[config.mk]
export PLATFORM = sky130hd
export DESIGN_NAME = timer_evgen
export DESIGN_NICKNAME = d
export VERILOG_FILES = /design/src/rtl/timer_evgen.sv
export SDC_FILE = /design/constraint.sdc
export NUM_CORES = 1
export LEC_CHECK = 0
export BUFFER_PORTS_ARGS = -buffer_cell sky130_fd_sc_hd__buf_2
export CAP_MARGIN = 10
export CORE_ASPECT_RATIO = 0.9
export CORE_MARGIN = 2
export CORE_UTILIZATION = 40
export DETAILED_ROUTE_END_ITERATION = 8
export GPL_TIMING_DRIVEN = 0
export PLACE_DENSITY = 0.62
export REMOVE_ABC_BUFFERS = 1
export SYNTH_ARGS = -nofsm -noshare
export SYNTH_HDL_FRONTEND = slang
export SYNTH_SLANG_ARGS = --single-unit
[constraint.sdc]
create_clock -name clk -period 3.9 [get_ports clk]
set_input_delay 0.585 -clock clk [delete_from_list [all_inputs] [get_ports clk]]
set_output_delay 0.585 -clock clk [all_outputs]
set_load 0.02 [all_outputs]
[src/rtl/timer_evgen.sv]
module timer_evgen #(
  parameter int DW = 16,
  parameter int CW = 16,
  parameter int PW = 16
) (
  input  logic          clk,
  input  logic          rst_n,
  input  logic          bus_we,
  input  logic [3:0]    bus_addr,
  input  logic [DW-1:0] bus_wdata,
  output logic [DW-1:0] bus_rdata,
  input  logic          com_trig_i,
  output logic [2:0]    irq_o,
  output logic [2:0]    dma_o,
  output logic          out_en_o,
  output logic          ch_en_o,
  output logic          ch_nen_o,
  output logic [1:0]    ch_mode_o
);
  localparam logic [3:0] A_CTRL = 4'd0, A_IEN = 4'd1, A_FLG = 4'd2, A_EV = 4'd3,
                         A_PSC = 4'd4, A_ARR = 4'd5, A_CCV = 4'd6, A_CHC = 4'd7,
                         A_CNT = 4'd8, A_PSCA = 4'd9, A_ARRA = 4'd10;
  localparam logic [1:0] M_UP = 2'd0, M_DN = 2'd1;

  logic          run, sh_sel, oe, dir_dn, ch_in, dir_nat;
  logic [1:0]    mode;
  logic [5:0]    ien;
  logic [3:0]    flg;
  logic [3:0]    sh, act;
  logic [PW-1:0] psc_pre, psc_act, pcnt;
  logic [CW-1:0] arr_pre, arr_act, cnt, ccv, cnt_nat, arr_eff;

  wire we_ev  = bus_we && bus_addr == A_EV;
  wire ev_upd = we_ev && bus_wdata[0];
  wire ev_ch  = we_ev && bus_wdata[1];
  wire ev_com = we_ev && bus_wdata[2];
  wire ev_brk = we_ev && bus_wdata[3];
  wire tick   = run && pcnt == psc_act;
  wire com_go = sh_sel ? com_trig_i : ev_com;
  wire top    = cnt == arr_act;
  wire bot    = cnt == '0;
  wire nat_upd = tick && ((mode == M_UP) ? top :
                          (mode == M_DN) ? bot :
                          (dir_dn ? bot : top));
  wire ld     = nat_upd || (ev_upd && ien[0]);

  assign arr_eff = ld ? arr_pre : arr_act;

  always_comb begin
    cnt_nat = cnt + 1'b1;
    dir_nat = dir_dn;
    case (mode)
      M_UP: if (top) cnt_nat = '0;
      M_DN: cnt_nat = bot ? arr_act : cnt - 1'b1;
      default:
        if (arr_act == '0) cnt_nat = '0;
        else if (!dir_dn) begin
          if (top) begin cnt_nat = cnt - 1'b1; dir_nat = 1'b1; end
        end else if (bot) dir_nat = 1'b0;
        else cnt_nat = cnt - 1'b1;
    endcase
  end

  always_ff @(posedge clk) begin
    if (!rst_n) begin
      run <= 1'b0; mode <= M_UP; sh_sel <= 1'b0; oe <= 1'b0; dir_dn <= 1'b0;
      ien <= '0; flg <= '0; sh <= '0; act <= '0; ch_in <= 1'b0;
      psc_pre <= '0; psc_act <= '0; pcnt <= '0;
      arr_pre <= '1; arr_act <= '1; cnt <= '0; ccv <= '0;
    end else begin
      if (ev_upd || tick) pcnt <= '0;
      else if (run)       pcnt <= pcnt + 1'b1;
      if (ld) begin psc_act <= psc_pre; arr_act <= arr_pre; end
      if (tick) begin cnt <= cnt_nat; dir_dn <= dir_nat; end
      if (bus_we) begin
        case (bus_addr)
          A_CTRL: begin
            run <= bus_wdata[0]; mode <= bus_wdata[2:1];
            sh_sel <= bus_wdata[3]; oe <= bus_wdata[4];
          end
          A_IEN: ien <= bus_wdata[5:0];
          A_FLG: flg <= flg & bus_wdata[3:0];
          A_PSC: psc_pre <= bus_wdata[PW-1:0];
          A_ARR: arr_pre <= bus_wdata[CW-1:0];
          A_CCV: ccv <= bus_wdata[CW-1:0];
          A_CHC: begin ch_in <= bus_wdata[0]; sh <= bus_wdata[4:1]; end
          A_CNT: cnt <= bus_wdata[CW-1:0];
          default: ;
        endcase
      end
      if (nat_upd || ev_upd) flg[0] <= 1'b1;
      if (ev_upd) begin
        cnt <= (mode == M_DN) ? arr_eff : '0;
        dir_dn <= 1'b0;
      end
      if (ev_ch) begin
        flg[1] <= 1'b1;
        if (ch_in) begin
          ccv <= cnt;
          if (flg[1]) flg[3] <= 1'b1;
        end
      end
      if (ev_brk) begin oe <= 1'b0; flg[2] <= 1'b1; end
      if (com_go) act <= sh;
    end
  end

  always_comb begin
    bus_rdata = '0;
    case (bus_addr)
      A_CTRL: bus_rdata = DW'({oe, sh_sel, mode, run});
      A_IEN:  bus_rdata = DW'(ien);
      A_FLG:  bus_rdata = DW'(flg);
      A_PSC:  bus_rdata = DW'(psc_pre);
      A_ARR:  bus_rdata = DW'(arr_pre);
      A_CCV:  bus_rdata = DW'(ccv);
      A_CHC:  bus_rdata = DW'({act, 3'b000, sh, ch_in});
      A_CNT:  bus_rdata = DW'(cnt);
      A_PSCA: bus_rdata = DW'(psc_act);
      A_ARRA: bus_rdata = DW'(arr_act);
      default: bus_rdata = '0;
    endcase
  end

  assign irq_o     = flg[2:0] & ien[2:0];
  assign dma_o     = flg[2:0] & ien[5:3];
  assign out_en_o  = oe;
  assign ch_en_o   = act[0];
  assign ch_nen_o  = act[1];
  assign ch_mode_o = act[3:2];

  a_r3_upd_clears: assert property (@(posedge clk) disable iff (!rst_n)
    (ev_upd && mode != M_DN) |=> (cnt == '0 && pcnt == '0));
  a_r4_down_reload: assert property (@(posedge clk) disable iff (!rst_n)
    (ev_upd && mode == M_DN) |=> cnt == $past(ien[0] ? arr_pre : arr_act));
  a_r7_no_capture_out: assert property (@(posedge clk) disable iff (!rst_n)
    (ev_ch && !ch_in) |=> $stable(ccv));
  a_r8_overcapture: assert property (@(posedge clk) disable iff (!rst_n)
    (ev_ch && ch_in && flg[1]) |=> flg[3]);
  a_r10_sw_com_ignored: assert property (@(posedge clk) disable iff (!rst_n)
    (sh_sel && !com_trig_i) |=> $stable(act));
  a_r11_break_kills_oe: assert property (@(posedge clk) disable iff (!rst_n)
    ev_brk |=> (!out_en_o && flg[2]));
  a_r12_flag_sticky: assert property (@(posedge clk) disable iff (!rst_n)
    (flg[1] && !(bus_we && bus_addr == A_FLG)) |=> flg[1]);
endmodule

# == Yosys cells after proc, flatten, opt, wreduce, memory -nomap -nowiden ==
# Cells that the tools add are included.
# word_totals
reg_bits,137
input_bits,24
latchBits,0
ram_bits,0
romBits,0
mem_count,0
# op_classes
shifts,0
bitwise,6
muxes,33
addsub,3
n_div,0
eq_ne,13
n_mul,0
reduce_logical,34
order_cmp,0
# ops
operator,n
16-bit two-way mux,16
16-bit one-hot mux with 10 select lines,1
16-bit by 1-bit adder with 16-bit output (second input constant),2
16-bit == test,2
16-bit zero test,2
16-bit one-hot mux with 2 select lines,1
4-bit by 3-bit == test with 1-bit output (second input constant),4
2-bit AND reduction,8
16-bit by 1-bit subtractor with 16-bit output (second input constant),1
1-bit two-way mux,13
4-bit == test (second input constant),3
2-bit nonzero test,6
4-bit by 2-bit == test with 1-bit output (second input constant),2
1-bit logical AND,8
4-bit two-way mux,2
2-bit OR reduction,4
3-bit bitwise AND,2
4-bit bitwise AND,1
4-bit by 1-bit == test with 1-bit output (second input constant),1
4-bit zero test,1
1-bit logical OR,3
1-bit NOT,3
3-bit AND reduction,1
2-bit by 1-bit == test with 1-bit output (second input constant),1
2-bit zero test,1

# == Depth between registers and ports, before layout ==
# Gate-level depths: netlist of run 1.
# logic_depth
ltp_word,9
ltp_mapped,10
ltp_nobuf,9

# == Worst setup path after synthesis of run 1 ==
# Ideal clock, no wire load.
# synth_path
path_kind,input-to-output
from,input bus_addr[3]
to,output bus_rdata[14]
required_ns,3.315
t_arrival_ns,2.075
path_slack_ns,1.240
path_stages,6
path_buffers,2
path_cell_list,clkbuf_1 nand2b_1 nor3_1 clkbuf_1 a22oi_1 nand3_1
# synth_between
elab_chain_cells,2
# synth_lines
element,line_no,rtl
from (decl),9,"input logic [3:0] bus_addr,"
4-bit == test (tied with other cells),110,case (bus_addr)
16-bit one-hot mux with 10 select lines (*),110,
to (decl),11,"output logic [DW-1:0] bus_rdata,"
# Every way passes the cells marked *; elsewhere a longest branch is shown, timed or not.

# == Final worst setup path of run 1 ==
# layout_path
from,register pcnt[5]
to,register cnt[6]
# layout_between
elab_chain_cells,7
# layout_lines
element,line_no,rtl
from (decl),30,"logic [PW-1:0] psc_pre, psc_act, pcnt;"
from (signal assigned),72,else if (run) pcnt <= pcnt + 1'b1;
16-bit == test (*),38,wire tick = run && pcnt == psc_act;
1-bit logical AND (*),38,
1-bit logical AND,42,wire nat_upd = tick && ((mode == M_UP) ? top :
1-bit logical OR,45,wire ld = nat_upd || (ev_upd && ien[0]);
16-bit two-way mux,--,
16-bit two-way mux,93,cnt <= (mode == M_DN) ? arr_eff : '0;
16-bit two-way mux (*),92,if (ev_upd) begin
to (signal assigned),74,if (tick) begin cnt <= cnt_nat; dir_dn <= dir_nat; end
to (signal assigned),87,A_CNT: cnt <= bus_wdata[CW-1:0];
to (signal assigned),93,
to (decl),31,"logic [CW-1:0] arr_pre, arr_act, cnt, ccv, cnt_nat, arr_eff;"
# Marks and branches as above.
# A chain may end at the register's enable or synchronous reset.

==> results of run 1 <==
## layer usage
metal	vias up	GRT usage (%)
met5	-	0
met4	0	8.45
met3	48	4.78
met2	378	35.9
met1	3680	35.8
li1	3621	-
## logic make-up (layout without fill, tap and decap cells)
group	count (synthesis)	in the layout	share of synthesized area [%]
adders and majority gates	4	4	0.622
DFF	137	137	34.1
AOI/OAI and AO/OA	204	204	18.7
xor gates and xnor gates	70	70	7.62
muxes	57	57	7.22
buffers and inverters	86	95	4.39
and+or+nand+nor	452	452	27.3
## area by class of cell
class                      instances  area [um^2]  share of cell area [%]
sequential                       137         2740                    30.6
timing repair buffer              58          400                    4.47
clock inverter                     8         50.0                   0.558
inverter                           7         26.3                   0.293
tap                              255          319                    3.56
multi-input combinational        787         4960                    55.4
clock buffer                      22          464                    5.18
## how the worst min path moves through the flow
stage | from | to | slack (ns) | cells after the start
after floorplan | psc_pre[7]$_SDFFE_PN0P_ | psc_pre[7]$_SDFFE_PN0P_ | 0.45 | 2
after global placement | out_en_o$_SDFFE_PP0P_ | out_en_o$_SDFFE_PP0P_ | 0.46 | 2
after detailed placement | out_en_o$_SDFFE_PP0P_ | out_en_o$_SDFFE_PP0P_ | 0.47 | 2
after CTS | bus_wdata[13] | arr_pre[13]$_SDFFE_PN1P_ | 0.44 | 3
after global routing | bus_wdata[13] | arr_pre[13]$_SDFFE_PN1P_ | 0.47 | 3
final | bus_wdata[12] | cnt[12]$_SDFF_PN0_ | 0.45 | 3
## per-stage QoR
step | setup slack [ns] | TNS (ns) | hold WS (ns) | instance area [um^2]
final | 0.339 | 0 | 0.454 | 8960
after global routing | 0.240 | 0 | 0.467 | 8960
after CTS | 0.248 | 0 | 0.441 | 8930
after detailed placement | -0.194 | -3.89 | 0.469 | 8410
after global placement | -0.727 | -27.72 | 0.457 | 8290
after floorplan | 0.783 | 0 | 0.448 | 7720
## power by group through the flow
stage                     sequential, uW  combinational, uW  clock (uW)
final                               1470                433        1440
after global routing                1470                467        1510
after CTS                           1470                423        1450
after detailed placement            1500                422           0
after global placement              1500                415           0
after floorplan                     1480                272           0
## critical path, cell delays in order (launching register included)
cell and delay (ns):
dfxtp_1 0.35, xor2_1 0.19, nor4_1 0.53, and3_1 0.31
and2_1 0.71, nand2_1 0.42, a2111oi_0 0.75, o22ai_1 0.12
## flip-flops by register name, indices dropped and copies added, names as in the netlist, 6 cells and up
name	flops
arr_act	16
arr_pre	16
ccv	16
cnt	16
ien	6
pcnt	16
psc_act	16
psc_pre	16
## synthesized netlist by cell type, drive strengths merged (3+ instances only)
cell type  number  area (um^2)
nand3          90          450
o31ai           3         22.5
a222oi          7         70.1
o22ai          12         75.1
xnor2          29          254
o211ai         15          113
xor2           41          359
a31oi           6         37.5
o21ai          26          141
a22oi          32          240
clkbuf         62          233
or2             3         18.8
a221oi          3         26.3
buf            17         93.8
or3             6         37.5
nor3           18          101
nand2         165          619
nand4          16          106
a2111oi         6         52.6
o211a          16          160
nor2           63          236
and3           12         75.1
o221ai          4         35.0
nand2b          7         43.8
mux2            5         60.1
inv             7         26.3
nor4           17          144
a21oi          19         95.1
a21boi         30          225
ha              4         50.1
a211oi          8         60.1
mux2i          52          521
dfxtp         137         2740
and2           15         93.8
nor2b          32          200
==> summary.json, run 1 <==
{
  "critPathRequiredTime_ns": 4.16,
  "die_y_um": 139,
  "synth-seq-cells": 137,
  "antenna_nets_post_route": 0,
  "vdd_ir_drop_max_uv": 264,
  "post_synth_instance_area_um2": 8050,
  "clkPwrFrac_pct": 43.0,
  "syn-mean-instance-area_um2": 7.97,
  "maximum_clock_frequency_mhz": 281,
  "path_class_of_the_lowest_slack_min_delay_path": "in -> reg",
  "drt-total-wl_um": 26500,
  "route.met2.wl_um": 11500,
  "synth-edff-count": 0,
  "ff2ff_setup_slack_ns": 0.34,
  "power.switching_fraction_pct": 28.1,
  "crit_end": "cnt[6]$_SDFF_PN0_",
  "dr.pass1.iters": 6,
  "dieWidth_um": 153,
  "internal-power_uw": 2400,
  "max_cap_violations": 0,
  "route.top_layer_used": "met4",
  "diodes": 0,
  "final_net_count": 1036,
  "grt_first_pass_wirelength_um": 41300,
  "place.detailed.hpwl_um": 18800,
  "violation_count_after_the_first_detailed_route_iteration": 852,
  "final-instance-count-excl-fill": 1274,
  "ff2ff_path_depth": 7,
  "power.static_leakage_uw": 0.00338,
  "vias_per_cell": 6.07,
  "clkLatencyLatePin_ns": 0.42,
  "final.min_clock_period_ns": 3.56,
  "setup_repair_after_global_routing_missed_its_margin": "false",
  "worstSetupStartpoint": "pcnt[5]$_SDFFE_PP0P_",
  "p_sw_uw": 940,
  "finalWeightedCongestion": 0.914,
  "critPathCaptureType": "flop",
  "max_slew_violation_count": 0,
  "pin_count_of_the_biggest_net_entering_global_routing": 79,
  "yosys_warnings": 0,
  "synthToLayoutAreaGrowth_pct": 11.4,
  "grt_use_total_pct": 24.5,
  "placementRows": 49,
  "cts_inserted_buffers": 17,
  "cts_post_setup_buffers_inserted": 0,
  "ys_async_sr_fraction_pct": 0,
  "fp.dieArea_um2": 21300,
  "place.port_buffers": 50,
  "floorplan.io_pins": 51,
  "grt_antenna_before_repair": 0,
  "detailed_route_via_count": 7727,
  "end_of_flow_core_utilization_pct": 45.1,
  "wl_met1_um": 12300,
  "vias_in_the_first_global_route": 7133,
  "timing.critical_path.fanout_max": 21,
  "place.detailed.instances": 1242,
  "core_region_area_um2": 19900,
  "cellPowerDensity_nw_per_um2": 373,
  "tightestPinTransition_ns": 1.21,
  "postSynth.topFlopCell": "dfxtp_1",
  "synthDistinctLibCells": 64,
  "combinationalPowerShare_pct": 13.0,
  "share_seq_of_total_power_pct": 44.0,
  "ys_seq_area_share_pct": 34.1,
  "capturing_point_of_the_worst_reg2reg_path": "cnt[6]$_SDFF_PN0_",
  "clk_pin_slew_ns": 0.06,
  "cts_root_buf": "clkbuf_16",
  "routed_wire_length_per_instance_um": 20.8,
  "setup_clock_skew_after_layout_ns": 0.0116,
  "start_util_pct": 40.5,
  "run_status": "completed",
  "report.final.setup_viol": 0,
  "clk_path_buf_depth": 2,
  "relSlewSlack_pct": 19.5,
  "tritoncts_clock_tree": "yes",
  "mostFrequentLayoutCell": "nand2_1",
  "netlist_instances": 1010,
  "hold_viol_final": 0,
  "total_congestion_overflow": 0,
  "critical_path_arrival_ns": 3.82,
  "setup.worst_path.class": "reg -> reg",
  "met3_length_um": 2170,
  "post_cts.resized_instances": 0,
  "power_uw": 3340,
  "final_min_period_over_clock_period_pct": 91.3,
  "worstSetupStartpointType": "flop",
  "layout_common_cells": "nand2_1, dfxtp_1, nand3_1",
  "n_fill_cell": 2052,
  "h-tree-depth": 4,
  "regToRegStartpoint": "pcnt[5]$_SDFFE_PP0P_",
  "drc": 0,
  "drive_gt1_share_pct": 10.6,
  "post_cts_hold_buffer_count": 0,
  "cts.sinks": 137
}
No activity file was read; power rests on OpenSTA's default activity.
==> run 2: changes to the inputs <==
- BUFFER_PORTS_ARGS: -buffer_cell sky130_fd_sc_hd__buf_2 -> not set
- DONT_BUFFER_PORTS: not set -> 1
- PLACE_DENSITY: 0.62 -> 0.6
==> summary.json, run 2 (synthesized netlist as in run 1, its figures left out) <==
{
  "drive_gt1_share": {"value": 5.89, "unit": "%", "change": "-4.7 points"},
  "tritoncts_clock_tree": "yes",
  "worstSetupStartpointType": "flop",
  "placementRows": {"value": 49, "change": "unchanged"},
  "cts_root_buf": "clkbuf_16",
  "critical_path_arrival": {"value": 3.93, "unit": "ns", "change": "+0.11 ns"},
  "clk_pin_slew": {"value": 0.06, "unit": "ns", "change": "about the same"},
  "final_min_period_over_clock_period": {"value": 93.6, "unit": "%", "change": "+2.3 points"},
  "final.min_clock_period": {"value": 3.65, "unit": "ns", "change": "+0.0908 ns"},
  "mostFrequentLayoutCell": "nand2_1",
  "h-tree-depth": {"value": 4, "change": "unchanged"},
  "max_slew_violation_count": {"value": 0, "change": "unchanged"},
  "post_cts_hold_buffer_count": {"value": 0, "change": "unchanged"},
  "grt_use_total": {"value": 25.0, "unit": "%", "change": "+0.55 points"},
  "n_fill_cell": {"value": 1997, "change": "-2.7%"},
  "antenna_nets_post_route": {"value": 0, "change": "unchanged"},
  "cts_post_setup_buffers_inserted": {"value": 0, "change": "unchanged"},
  "ff2ff_setup_slack": {"value": 0.25, "unit": "ns", "change": "-0.09 ns"},
  "core_region_area": {"value": 19900, "unit": "um^2", "change": "unchanged"},
  "path_class_of_the_lowest_slack_min_delay_path": "in -> reg",
  "setup_tns": {"value": 0, "unit": "ns", "change": "unchanged"},
  "crit_buf_inv": {"value": 1, "change": "+1"},
  "clkLatencyLatePin": {"value": 0.43, "unit": "ns", "change": "about the same"},
  "cellPowerDensity": {"value": 386, "unit": "nW/um^2", "change": "+3.6%"},
  "timing.critical_path.fanout_max": {"value": 22, "change": "+4.8%"},
  "vias_in_the_first_global_route": {"value": 6831, "change": "-4.2%"},
  "critical_path.top_delay_family": "simple AND/OR/NAND/NOR gates",
  "final_net_count": {"value": 984, "change": "-5.0%"},
  "floorplan.io_pins": {"value": 51, "change": "unchanged"},
  "drc": {"value": 0, "change": "unchanged"},
  "timing.hold.ws": {"value": 0.265, "unit": "ns", "change": "-0.189 ns"},
  "tightestPinTransition": {"value": 1.24, "unit": "ns", "change": "+0.0366 ns"},
  "grt_first_pass_wirelength": {"value": 41700, "unit": "um", "change": "+1.1%"},
  "cts.sinks": {"value": 137, "change": "unchanged"},
  "pin_count_of_the_biggest_net_entering_global_routing": {"value": 107, "change": "+35%"},
  "critPathMaxStageDelay": {"value": 0.57, "unit": "ns", "change": "-0.18 ns"},
  "dr.pass1.iters": {"value": 8, "change": "+2"},
  "place_worst_setup_slack": {"value": 0.284, "unit": "ns", "change": "+0.478 ns"},
  "maximum_clock_frequency": {"value": 274, "unit": "MHz", "change": "-2.5%"},
  "max_cap_violations": {"value": 0, "change": "unchanged"},
  "hold_viol_final": {"value": 0, "change": "unchanged"},
  "relSlewSlack": {"value": 16.8, "unit": "%", "change": "-2.7 points"},
  "setup.worst_path.class": "reg -> reg",
  "run_status": "completed",
  "place.detailed.hpwl": {"value": 18300, "unit": "um", "change": "-2.3%"},
  "finalWeightedCongestion": {"value": 0.931, "change": "+1.9%"},
  "place.port_buffers": {"value": 0, "change": "-100%"},
  "critPathCaptureType": "flop",
  "final_design_area_no_fill": {"value": 8700, "unit": "um^2", "change": "-3.0%"},
  "start_util": {"value": 40.5, "unit": "%", "change": "unchanged"},
  "layout_common_cells": "nand2_1, dfxtp_1, nand3_1",
  "setup_repair_after_global_routing_missed_its_margin": "false",
  "drt-total-wl": {"value": 26900, "unit": "um", "change": "+1.2%"},
  "diodes": {"value": 0, "change": "unchanged"},
  "final-instance-count-excl-fill": {"value": 1223, "change": "-4.0%"},
  "report.final.setup_viol": {"value": 0, "change": "unchanged"},
  "crit_chain": "nor3_4 > nand4_1 > or2_1 > mux2_4 > o21ai_4 > buf_12 > mux2i_1 > o221ai_1",
  "grt_antenna_before_repair": {"value": 0, "change": "unchanged"},
  "detailed_route_via_count": {"value": 7459, "change": "-3.5%"},
  "setup_clock_skew_after_layout": {"value": 0.00689, "unit": "ns", "change": "-0.00476 ns"},
  "violation_count_after_the_first_detailed_route_iteration": {"value": 843, "change": "-1.1%"},
  "total_congestion_overflow": {"value": 0, "change": "unchanged"},
  "postPlaceCellArea": {"value": 8110, "unit": "um^2", "change": "-3.6%"},
  "power.static_leakage": {"value": 0.00314, "unit": "uW", "change": "-7.2%"},
  "vdd_ir_drop_max": {"value": 266, "unit": "uV", "change": "+0.87%"},
  "fp.dieArea": {"value": 21300, "unit": "um^2", "change": "unchanged"},
  "die_y": {"value": 139, "unit": "um", "change": "unchanged"},
  "routed_wire_length_per_instance": {"value": 22.0, "unit": "um", "change": "+5.4%"},
  "worst_slack": {"value": 0.249, "unit": "ns", "change": "-0.0908 ns"},
  "synthToLayoutAreaGrowth_pct": 8.09,
  "cts_inserted_buffers": {"value": 17, "change": "unchanged"},
  "critPathRequiredTime": {"value": 4.18, "unit": "ns", "change": "+0.02 ns"},
  "vias_per_cell": {"value": 6.10, "change": "+0.56%"},
  "post_cts.resized_instances": {"value": 0, "change": "unchanged"},
  "dieWidth": {"value": 153, "unit": "um", "change": "unchanged"},
  "slowest_stage": "or2_1",
  "clk_path_buf_depth": {"value": 2, "change": "unchanged"},
  "place.detailed.instances": {"value": 1190, "change": "-4.2%"}
}
-- run 2: changes by cell type in the layout (fill, tap and decap cells not counted), sizes merged --
cell and change:
bufinv +1, clkinv -1, buf -52, clkbuf +1
-- run 2: stage by stage --
step / utilization, % / power (uW)
3_3_place_gp: 40.5 / 1840
2_1_floorplan: - / 1750
3_5_place_dp: 40.8 / 1850
4_1_cts: 43.6 / 3370
5_1_grt: 43.8 / 3480
6_report: 43.8 / 3360
-- run 2: area by class of cell --
| class | count | area (um^2) | area share, % |
|---|---|---|---|
| repair buffers | 6 | 96.3 | 1.11 |
| flip-flops and latches | 137 | 2740 | 31.5 |
| clock buffers | 23 | 478 | 5.50 |
| inverters | 7 | 26.3 | 0.302 |
| multi-input cells | 787 | 4960 | 57.1 |
| clock inverters | 8 | 71.3 | 0.820 |
| well taps | 255 | 319 | 3.67 |
-- run 2: power by group --
group	internal [uW]	leakage [uW]	switching, uW
Sequential	1420	0.00111	51.3
Clock	918	0.000273	616
Combinational	130	0.00176	222
Total	2470	0.00314	889
-- run 2: per-layer routing --
layer	vias up	wire length [um]	GRT usage, %
li1	3522	-	-
met3	40	2260	6.47
met4	0	407	6.66
met5	-	0	0
met2	312	11700	36.1
met1	3585	12500	36.9
-- run 2: final timing paths --
kind	start	endpoint	cells past startpoint
max reg2reg	cnt[3]$_SDFF_PN0_	cnt[12]$_SDFF_PN0_	8
min reg2reg	psc_pre[5]$_SDFFE_PN0P_	psc_pre[5]$_SDFFE_PN0P_	2
max	cnt[3]$_SDFF_PN0_	cnt[12]$_SDFF_PN0_	8
min	rst_n	arr_act[0]$_SDFF_PN1_	1
-- run 2: worst register-to-register path, cell delays in order, from the launching register on --
cell      delay, ns
dfxtp_1        0.51
nor3_4         0.44
nand4_1        0.28
or2_1          0.57
mux2_4         0.44
o21ai_4        0.55
buf_12         0.29
mux2i_1        0.29
o221ai_1       0.13
